## src/rtl/qsp_pkg.sv

```systemverilog
package qsp_pkg;
  typedef enum logic {
    CFG_GAIN = 1'b0,
    CFG_PED  = 1'b1
  } cfg_kind_e;
endpackage

```

## src/rtl/qsp_cal_regs.sv

```systemverilog
module qsp_cal_regs #(
  parameter int NCH  = 16,
  parameter int SW   = 10,
  parameter int GW   = 8,
  parameter int GF   = 6,
  parameter int IW   = $clog2(NCH),
  parameter int CDW  = (GW > SW) ? GW : SW
) (
  input  logic              clk,
  input  logic              rst_n,
  input  logic              cfg_we,
  input  logic              cfg_kind,
  input  logic [IW-1:0]     cfg_ch,
  input  logic [CDW-1:0]    cfg_data,
  output logic [NCH*GW-1:0] gain_flat,
  output logic [NCH*SW-1:0] ped_flat
);
  import qsp_pkg::*;

  localparam logic [GW-1:0] GAIN_UNITY = GW'(1 << GF);

  logic [GW-1:0] gain_q [NCH];
  logic [GW-1:0] gain_d [NCH];
  logic [SW-1:0] ped_q  [NCH];
  logic [SW-1:0] ped_d  [NCH];

  always_comb begin
    for (int k = 0; k < NCH; k++) begin
      gain_d[k] = gain_q[k];
      ped_d[k]  = ped_q[k];
    end
    if (cfg_we) begin
      if (cfg_kind_e'(cfg_kind) == CFG_GAIN) gain_d[cfg_ch] = cfg_data[GW-1:0];
      else                                   ped_d[cfg_ch]  = cfg_data[SW-1:0];
    end
  end

  always_ff @(posedge clk or negedge rst_n) begin
    if (!rst_n) begin
      for (int k = 0; k < NCH; k++) begin
        gain_q[k] <= GAIN_UNITY;
        ped_q[k]  <= '0;
      end
    end else if (cfg_we) begin
      for (int k = 0; k < NCH; k++) begin
        gain_q[k] <= gain_d[k];
        ped_q[k]  <= ped_d[k];
      end
    end
  end

  genvar g;
  generate
    for (g = 0; g < NCH; g++) begin : g_flat
      assign gain_flat[g*GW +: GW] = gain_q[g];
      assign ped_flat[g*SW +: SW]  = ped_q[g];
    end
  endgenerate

  // a write lands in the addressed register
  a_r8_gain_write: assert property (@(posedge clk) disable iff (!rst_n)
    (cfg_we && cfg_kind == 1'b0) |=> gain_q[$past(cfg_ch)] == $past(cfg_data[GW-1:0]));
  a_r8_ped_write: assert property (@(posedge clk) disable iff (!rst_n)
    (cfg_we && cfg_kind == 1'b1) |=> ped_q[$past(cfg_ch)] == $past(cfg_data[SW-1:0]));
endmodule

```

## src/rtl/qsp_chan_corr.sv

```systemverilog
module qsp_chan_corr #(
  parameter int SW = 10,
  parameter int GW = 8,
  parameter int GF = 6,
  parameter int CW = 12,
  parameter int TW = 8
) (
  input  logic          clk,
  input  logic          rst_n,
  input  logic [SW-1:0] raw,
  input  logic [GW-1:0] gain,
  input  logic [SW-1:0] ped,
  input  logic          hit,
  input  logic [TW-1:0] tarr,
  output logic [CW-2:0] corr_q,
  output logic          hit_q,
  output logic [TW-1:0] tarr_q
);
  localparam int VW   = CW - 1;
  localparam int PW   = SW + GW;
  localparam int SHW  = PW - GF;
  localparam int EW   = (SHW > SW) ? SHW : SW;
  localparam int CMAX = (1 << VW) - 1;

  logic [PW-1:0]  prod;
  logic [SHW-1:0] scaled;
  logic [EW-1:0]  sat_e;
  logic [EW-1:0]  ped_e;
  logic [EW-1:0]  diff;
  logic [VW-1:0]  corr_d;

  always_comb begin
    prod   = PW'(raw) * PW'(gain);
    scaled = prod[PW-1:GF];
    if (EW'(scaled) > EW'(CMAX)) sat_e = EW'(CMAX);
    else                         sat_e = EW'(scaled);
    ped_e = EW'(ped);
    if (sat_e > ped_e) diff = sat_e - ped_e;
    else               diff = '0;
    corr_d = VW'(diff);
  end

  always_ff @(posedge clk or negedge rst_n) begin
    if (!rst_n) begin
      corr_q <= '0;
      hit_q  <= 1'b0;
      tarr_q <= '0;
    end else begin
      corr_q <= corr_d;
      hit_q  <= hit;
      tarr_q <= tarr;
    end
  end
endmodule

```

## src/rtl/qsp_merge_node.sv

```systemverilog
module qsp_merge_node #(
  parameter int SUMW = 15,
  parameter int VW   = 11,
  parameter int IW   = 4,
  parameter int TW   = 8
) (
  input  logic            clk,
  input  logic            rst_n,
  input  logic [SUMW-1:0] sum_a,
  input  logic [VW-1:0]   pk_a,
  input  logic [IW-1:0]   ix_a,
  input  logic            h_a,
  input  logic [TW-1:0]   t_a,
  input  logic [SUMW-1:0] sum_b,
  input  logic [VW-1:0]   pk_b,
  input  logic [IW-1:0]   ix_b,
  input  logic            h_b,
  input  logic [TW-1:0]   t_b,
  output logic [SUMW-1:0] sum_q,
  output logic [VW-1:0]   pk_q,
  output logic [IW-1:0]   ix_q,
  output logic            h_q,
  output logic [TW-1:0]   t_q
);
  logic [SUMW-1:0] sum_d;
  logic [VW-1:0]   pk_d;
  logic [IW-1:0]   ix_d;
  logic            h_d;
  logic [TW-1:0]   t_d;

  always_comb begin
    sum_d = sum_a + sum_b;
    if (pk_b > pk_a) begin
      pk_d = pk_b;
      ix_d = ix_b;
    end else begin
      pk_d = pk_a;
      ix_d = ix_a;
    end
    h_d = h_a | h_b;
    unique case ({h_a, h_b})
      2'b11:   t_d = (t_b < t_a) ? t_b : t_a;
      2'b10:   t_d = t_a;
      2'b01:   t_d = t_b;
      default: t_d = '0;
    endcase
  end

  always_ff @(posedge clk or negedge rst_n) begin
    if (!rst_n) begin
      sum_q <= '0;
      pk_q  <= '0;
      ix_q  <= '0;
      h_q   <= 1'b0;
      t_q   <= '0;
    end else begin
      sum_q <= sum_d;
      pk_q  <= pk_d;
      ix_q  <= ix_d;
      h_q   <= h_d;
      t_q   <= t_d;
    end
  end

  // the kept peak is never below either child
  a_r4_peak_dominates: assert property (@(posedge clk) disable iff (!rst_n)
    $rose(rst_n) || (pk_q >= $past(pk_a) && pk_q >= $past(pk_b)));
  // equal peaks keep the lower-index (left) child
  a_r5_tie_left: assert property (@(posedge clk) disable iff (!rst_n)
    (!$rose(rst_n) && $past(pk_a) == $past(pk_b)) |-> ix_q == $past(ix_a));
  // earliest time never exceeds a flagged child's time
  a_r6_time_min: assert property (@(posedge clk) disable iff (!rst_n)
    (!$rose(rst_n) && $past(h_a) && $past(h_b)) |-> (t_q <= $past(t_a) && t_q <= $past(t_b)));
endmodule

```

## src/rtl/qsp_reduce_top.sv

```systemverilog
module qsp_reduce_top #(
  parameter int NCH  = 16,
  parameter int SW   = 10,
  parameter int GW   = 8,
  parameter int GF   = 6,
  parameter int CW   = 12,
  parameter int TW   = 8,
  parameter int IW   = $clog2(NCH),
  parameter int CDW  = (GW > SW) ? GW : SW,
  parameter int VW   = CW - 1,
  parameter int SUMW = VW + IW,
  parameter int RW   = 1 + TW + IW + VW + SUMW
) (
  input  logic              clk,
  input  logic              rst_n,
  input  logic [NCH*SW-1:0] smp_data,
  input  logic [NCH-1:0]    smp_hit,
  input  logic [NCH*TW-1:0] smp_time,
  input  logic              cfg_we,
  input  logic              cfg_kind,
  input  logic [IW-1:0]     cfg_ch,
  input  logic [CDW-1:0]    cfg_data,
  output logic [RW-1:0]     res_word
);
  localparam int NN = 2 * NCH;

  logic [NCH*GW-1:0] gain_flat;
  logic [NCH*SW-1:0] ped_flat;

  logic [SUMW-1:0] n_sum [NN-1:1];
  logic [VW-1:0]   n_pk  [NN-1:1];
  logic [IW-1:0]   n_ix  [NN-1:1];
  logic            n_h   [NN-1:1];
  logic [TW-1:0]   n_t   [NN-1:1];

  qsp_cal_regs #(.NCH(NCH), .SW(SW), .GW(GW), .GF(GF), .IW(IW), .CDW(CDW)) u_cal (
    .clk(clk), .rst_n(rst_n), .cfg_we(cfg_we), .cfg_kind(cfg_kind),
    .cfg_ch(cfg_ch), .cfg_data(cfg_data),
    .gain_flat(gain_flat), .ped_flat(ped_flat)
  );

  genvar c, n;
  generate
    for (c = 0; c < NCH; c++) begin : g_leaf
      logic [VW-1:0] corr;
      qsp_chan_corr #(.SW(SW), .GW(GW), .GF(GF), .CW(CW), .TW(TW)) u_corr (
        .clk(clk), .rst_n(rst_n),
        .raw(smp_data[c*SW +: SW]), .gain(gain_flat[c*GW +: GW]),
        .ped(ped_flat[c*SW +: SW]), .hit(smp_hit[c]), .tarr(smp_time[c*TW +: TW]),
        .corr_q(corr), .hit_q(n_h[NCH+c]), .tarr_q(n_t[NCH+c])
      );
      assign n_sum[NCH+c] = SUMW'(corr);
      assign n_pk[NCH+c]  = corr;
      assign n_ix[NCH+c]  = IW'(c);
    end

    for (n = 1; n < NCH; n++) begin : g_node
      qsp_merge_node #(.SUMW(SUMW), .VW(VW), .IW(IW), .TW(TW)) u_node (
        .clk(clk), .rst_n(rst_n),
        .sum_a(n_sum[2*n]),   .pk_a(n_pk[2*n]),   .ix_a(n_ix[2*n]),
        .h_a(n_h[2*n]),       .t_a(n_t[2*n]),
        .sum_b(n_sum[2*n+1]), .pk_b(n_pk[2*n+1]), .ix_b(n_ix[2*n+1]),
        .h_b(n_h[2*n+1]),     .t_b(n_t[2*n+1]),
        .sum_q(n_sum[n]), .pk_q(n_pk[n]), .ix_q(n_ix[n]), .h_q(n_h[n]), .t_q(n_t[n])
      );
    end
  endgenerate

  assign res_word = {n_h[1], n_t[1], n_ix[1], n_pk[1], n_sum[1]};

  // total charge can never fall below the single largest channel
  a_r3_sum_covers_peak: assert property (@(posedge clk) disable iff (!rst_n)
    res_word[SUMW-1:0] >= SUMW'(res_word[SUMW +: VW]));
endmodule

```

## config.mk

```make
export PLATFORM = sky130hd
export DESIGN_NAME = qsp_reduce_top
export DESIGN_NICKNAME = d
export VERILOG_FILES = /design/src/rtl/qsp_pkg.sv /design/src/rtl/qsp_cal_regs.sv /design/src/rtl/qsp_chan_corr.sv /design/src/rtl/qsp_merge_node.sv /design/src/rtl/qsp_reduce_top.sv
export SDC_FILE = /design/constraint.sdc
export NUM_CORES = 2
export LEC_CHECK = 0
export ABC_AREA = 0
export ABC_CLOCK_PERIOD_IN_PS = 10400
export BUFFER_PORTS_ARGS = -buffer_cell sky130_fd_sc_hd__buf_4
export CELL_PAD_IN_SITES_DETAIL_PLACEMENT = 0
export CELL_PAD_IN_SITES_GLOBAL_PLACEMENT = 2
export CORE_ASPECT_RATIO = 0.7
export CORE_MARGIN = 2
export CORE_UTILIZATION = 42
export CTS_CLUSTER_SIZE = 40
export DETAILED_ROUTE_END_ITERATION = 8
export GPL_TIMING_DRIVEN = 0
export PLACE_DENSITY_LB_ADDON = 0.25
export SYNTH_ARGS = -nofsm -noshare
export SYNTH_HDL_FRONTEND = slang
export SYNTH_SLANG_ARGS = --single-unit
```

## constraint.sdc

```tcl
create_clock -name clk -period 10.4 [get_ports clk]
set_clock_uncertainty 0.2 [all_clocks]
set_input_delay 1.56 -clock clk [delete_from_list [all_inputs] [get_ports clk]]
set_output_delay 1.56 -clock clk [all_outputs]
set_load 0.005 [all_outputs]
```

==> impl_metrics.yaml <==
clocking:
  cts-resized-gates: 0
  htreeDepth: 3
  clk_latency_ns: 0.78
  clock-root-buffer: "clkbuf_16"
  cts_buffers: 115
  cts_tree: "built"
  post_cts_buffers: 0
  clkSinkCount: 1128
  clock_path_buffers: 3
  clk_pin_slew_ns: 0.06
  ctsHoldBuffers: 0
timing:
  worst_pin_slew_ns: 1.41
  drv_slew: 0
  post-route-period-util_pct: 89.1
  finalSetupViolations: 0
  fmax_ghz: 0.108
  final-hold-violation-count: 0
  fin_ws_ns: 1.14
  period_minus_slack_ns: 9.26
  slew_headroom_pct: 5.77
  rsz0062_at_grt: "false"
worst_setup_path:
  required_ns: 10.77
  critPathMaxFanout: 10
  start_kind: "primary input"
  crit_type: "primary input to flop"
  reg2reg_depth: 27
  crit_arrival_ns: 9.63
  r2r-end: "g_leaf[3].u_corr.corr_q[9]"
  cp_slowest_cell: "o21ai_0"
  critPathCaptureType: "flop"
  path_buf_inv: 3
  max_stage_delay_ns: 0.71
  reg2reg_slack_ns: 1.21
  crit_family: "compound AO/OA/AOI/OAI gates"
  path_common_cell: "fa_1"
  r2r_start: "u_cal.gain_flat[30]"
yosys:
  synth.area.top_cells: "dfrtp_1, fa_1, ha_1"
  yosys.area_share.adder_pct: 30.8
  ys_types: 94
  synthSimpleGateAreaFrac_pct: 15.5
  synth.top_cell.area_share_pct: 28.3
  syn_area_sq_um: 98300
  syn_area_per_cell_sq_um: 9.77
  synth-edff-count: 0
  synthMuxAreaShare_pct: 3.66
  ys_ff_latch: 1128
  synthFlopType: "dfrtp_1"
  synth_top_cell_by_area: "dfrtp_1"
  ys_async_sr_fraction_pct: 100
  syn-instance-count: 10067
  synth_top_family_by_area: "adder cells"
  seq_area_frac_synth_pct: 28.7
  synth_compound_area_share_pct: 10.8
  synth_nets: 12338
  ys_warn_count: 0
  synth_xor_area_share_pct: 3.21
worst_hold_path:
  hold_start: "g_node[12].u_node.ix_q[0]"
  holdPathStages: 1
  hold_path.class: "flop to flop"
  hold_path_end: "g_node[6].u_node.ix_q[0]"
placement:
  gp_congestion: 0.898
  dpl.cell_count: 13514
  port-buffer-count: 356
  hpwlAfterDp_mm: 219
  pre_cts_ws_ns: 0.568
finish:
  nFillCells: 22105
  nNetsFinal: 12827
  fin_util_pct: 47.0
  final-instance-count-excl-fill: 13735
  area_growth_pct: 11.2
  drive_above_1_share_pct: 9.52
global_routing:
  grt_overflow_total: 0
  grt_pass1_wl_mm: 430
  antenna_found_initial: 36
  grt_max_degree: 176
  grt_usage_pct: 23.1
  grt_pass1_vias: 73117
routing:
  ant_nets: 0
  vias_per_cell: 5.17
  drt_iter0_drc: 4363
  routedWlPerCell_um: 19.7
  routed_wl_mm: 271
  dr.pass1.iters: 6
  route.vias.total: 71028
  drc_errors: 0
power:
  ir_worst_vdd_mv: 0.216
  p_per_area_nw_per_um2: 348
  power.leakage_nw: 55.6
floorplan:
  die-area_sq_um: 238000
  initial_core_util_pct: 42.3
  io_pins: 361
  fp.dieW_um: 582
  rows: 148
  fp.coreArea_sq_um: 233000
  fp.dieH_um: 409
run:
  cap_violations: 0
run_status:
  outcome: "finished clean"
## area by class of cell
class / instances / area (sq um) / share of cell area, %
multi-input cells: 7020 / 62900 / 57.5
flip-flops and latches: 1128 / 28200 / 25.8
inverters: 1683 / 6320 / 5.78
well taps: 3075 / 3850 / 3.52
clock buffers: 152 / 3220 / 2.94
repair buffers: 372 / 3070 / 2.81
plain buffers: 236 / 928 / 0.849
clock inverters: 59 / 807 / 0.738
diodes: 10 / 25.0 / 0.0229
## cell families (layout without fill, tap and decap cells)
kind of cell / after synthesis / count (layout)
AO/OA/AOI/OAI: 1575 / 1575
XOR/XNOR: 359 / 359
adder cells (fa/ha/maj): 1949 / 1949
buffers and inverters: 1919 / 2502
flip-flops: 1128 / 1128
multiplexers: 322 / 322
other: 1 / 11
AND/OR/NAND/NOR: 2814 / 2814
## worst reg2reg max path: stages, from the launching register on
cell and delay (ns):
dfstp_2 0.54, clkbuf_1 0.34, nand2_1 0.14, fa_1 0.53, fa_1 0.56, inv_1 0.06
fa_1 0.52, inv_1 0.05, fa_1 0.52, inv_1 0.04, ha_1 0.31, o21a_1 0.13
o21a_1 0.19, a21oi_1 0.30, o21ai_1 0.19, a31o_2 0.28, a211oi_1 0.39, clkbuf_1 0.35
nand2_1 0.23, ha_1 0.42, a21o_1 0.15, a21oi_1 0.09, o21ai_0 0.17, a21oi_1 0.13
o21ai_0 0.45, a31oi_1 0.19, o211ai_1 0.73, a21boi_0 0.83
## routing by layer
metal	wire, um	global-route usage (%)	vias up
li1	-	-	33925
met1	143000	37.4	35451
met2	109000	32.8	1424
met3	14100	2.74	214
met4	3910	3.65	14
met5	73	0	-
## how the worst max path moves through the flow
stage                              from                          end  slack, ns  cells past startpoint
after floorplan            smp_data[13]   g_leaf[1].u_corr.corr_q[3]       1.89                     27
after global placement            rst_n         u_cal.gain_flat[103]      -5.97                      1
after detailed placement  smp_data[123]  g_leaf[12].u_corr.corr_q[9]       0.57                     26
after CTS                 smp_data[126]  g_leaf[12].u_corr.corr_q[9]       1.34                     26
after global routing      smp_data[126]  g_leaf[12].u_corr.corr_q[9]       0.62                     26
final                     smp_data[126]  g_leaf[12].u_corr.corr_q[9]       1.14                     26
## state kept, by name (all words and copies together), names as in the netlist
signal / count
g_leaf.u_corr.tarr_q: 128
g_node.u_node.sum_q: 191
g_node.u_node.t_q: 120
g_node.u_node.ix_q: 29
g_leaf.u_corr.corr_q: 176
g_node.u_node.h_q: 15
g_leaf.u_corr.hit_q: 16
u_cal.gain_flat: 128
u_cal.ped_flat: 160
g_node.u_node.pk_q: 165
## synthesized netlist by cell type, types with 32 or more instances
master and instances:
inv_1 1683, ha_1 1166, dfrtp_1 1112, and2_1 1100, fa_1 783, nand2_1 594, a21oi_1 348, o21ai_0 346
nor2_1 336, mux2_2 294, clkbuf_1 228, xnor2_1 202, a21o_1 177, xor2_1 156, nor3_1 133, a22o_1 121
nand4_1 109, nor2b_1 107, nand2b_1 102, o211ai_1 89, o21a_1 82, and3_1 77, or2_2 58, nand3_1 47
o21bai_1 47, a31oi_1 46, or3_1 43, nor3b_1 40, a21boi_0 35, o311ai_0 33, a2111oi_0 32
## cells in the final DEF, fill, tap and decap left out, types with 202 or more instances in the layout
cell and n:
xnor2_1 202, dfrtp_1 1112, o21ai_0 346, a21oi_1 348, nor2_1 336, buf_4 357, ha_1 1166, mux2_2 294
inv_1 1683, nand2_1 594, and2_1 1100, fa_1 783, clkbuf_1 222
## through the flow
| step | setup TNS, ns | cell area (sq um) | hold slack [ns] | power, mW |
|---|---|---|---|---|
| 2_1_floorplan | 0 | 98300 | 0.199 | 25.9 |
| 4_1_cts | 0 | 109000 | 0.249 | 38.2 |
| 3_3_place_gp | -6312.91 | 105000 | 0.249 | 33.2 |
| 3_5_place_dp | 0 | 105000 | 0.252 | 33.4 |
| 5_1_grt | 0 | 109000 | 0.277 | 41.9 |
| 6_report | 0 | 109000 | 0.251 | 38.1 |
## report_power, final
group / switching [mW] / leakage, nW / internal [mW]
sequential: 0.877 / 14.0 / 5.83
combinational: 15.8 / 39.7 / 11.1
clock: 1.93 / 1.95 / 2.54
(Power assumes the default switching activity.)
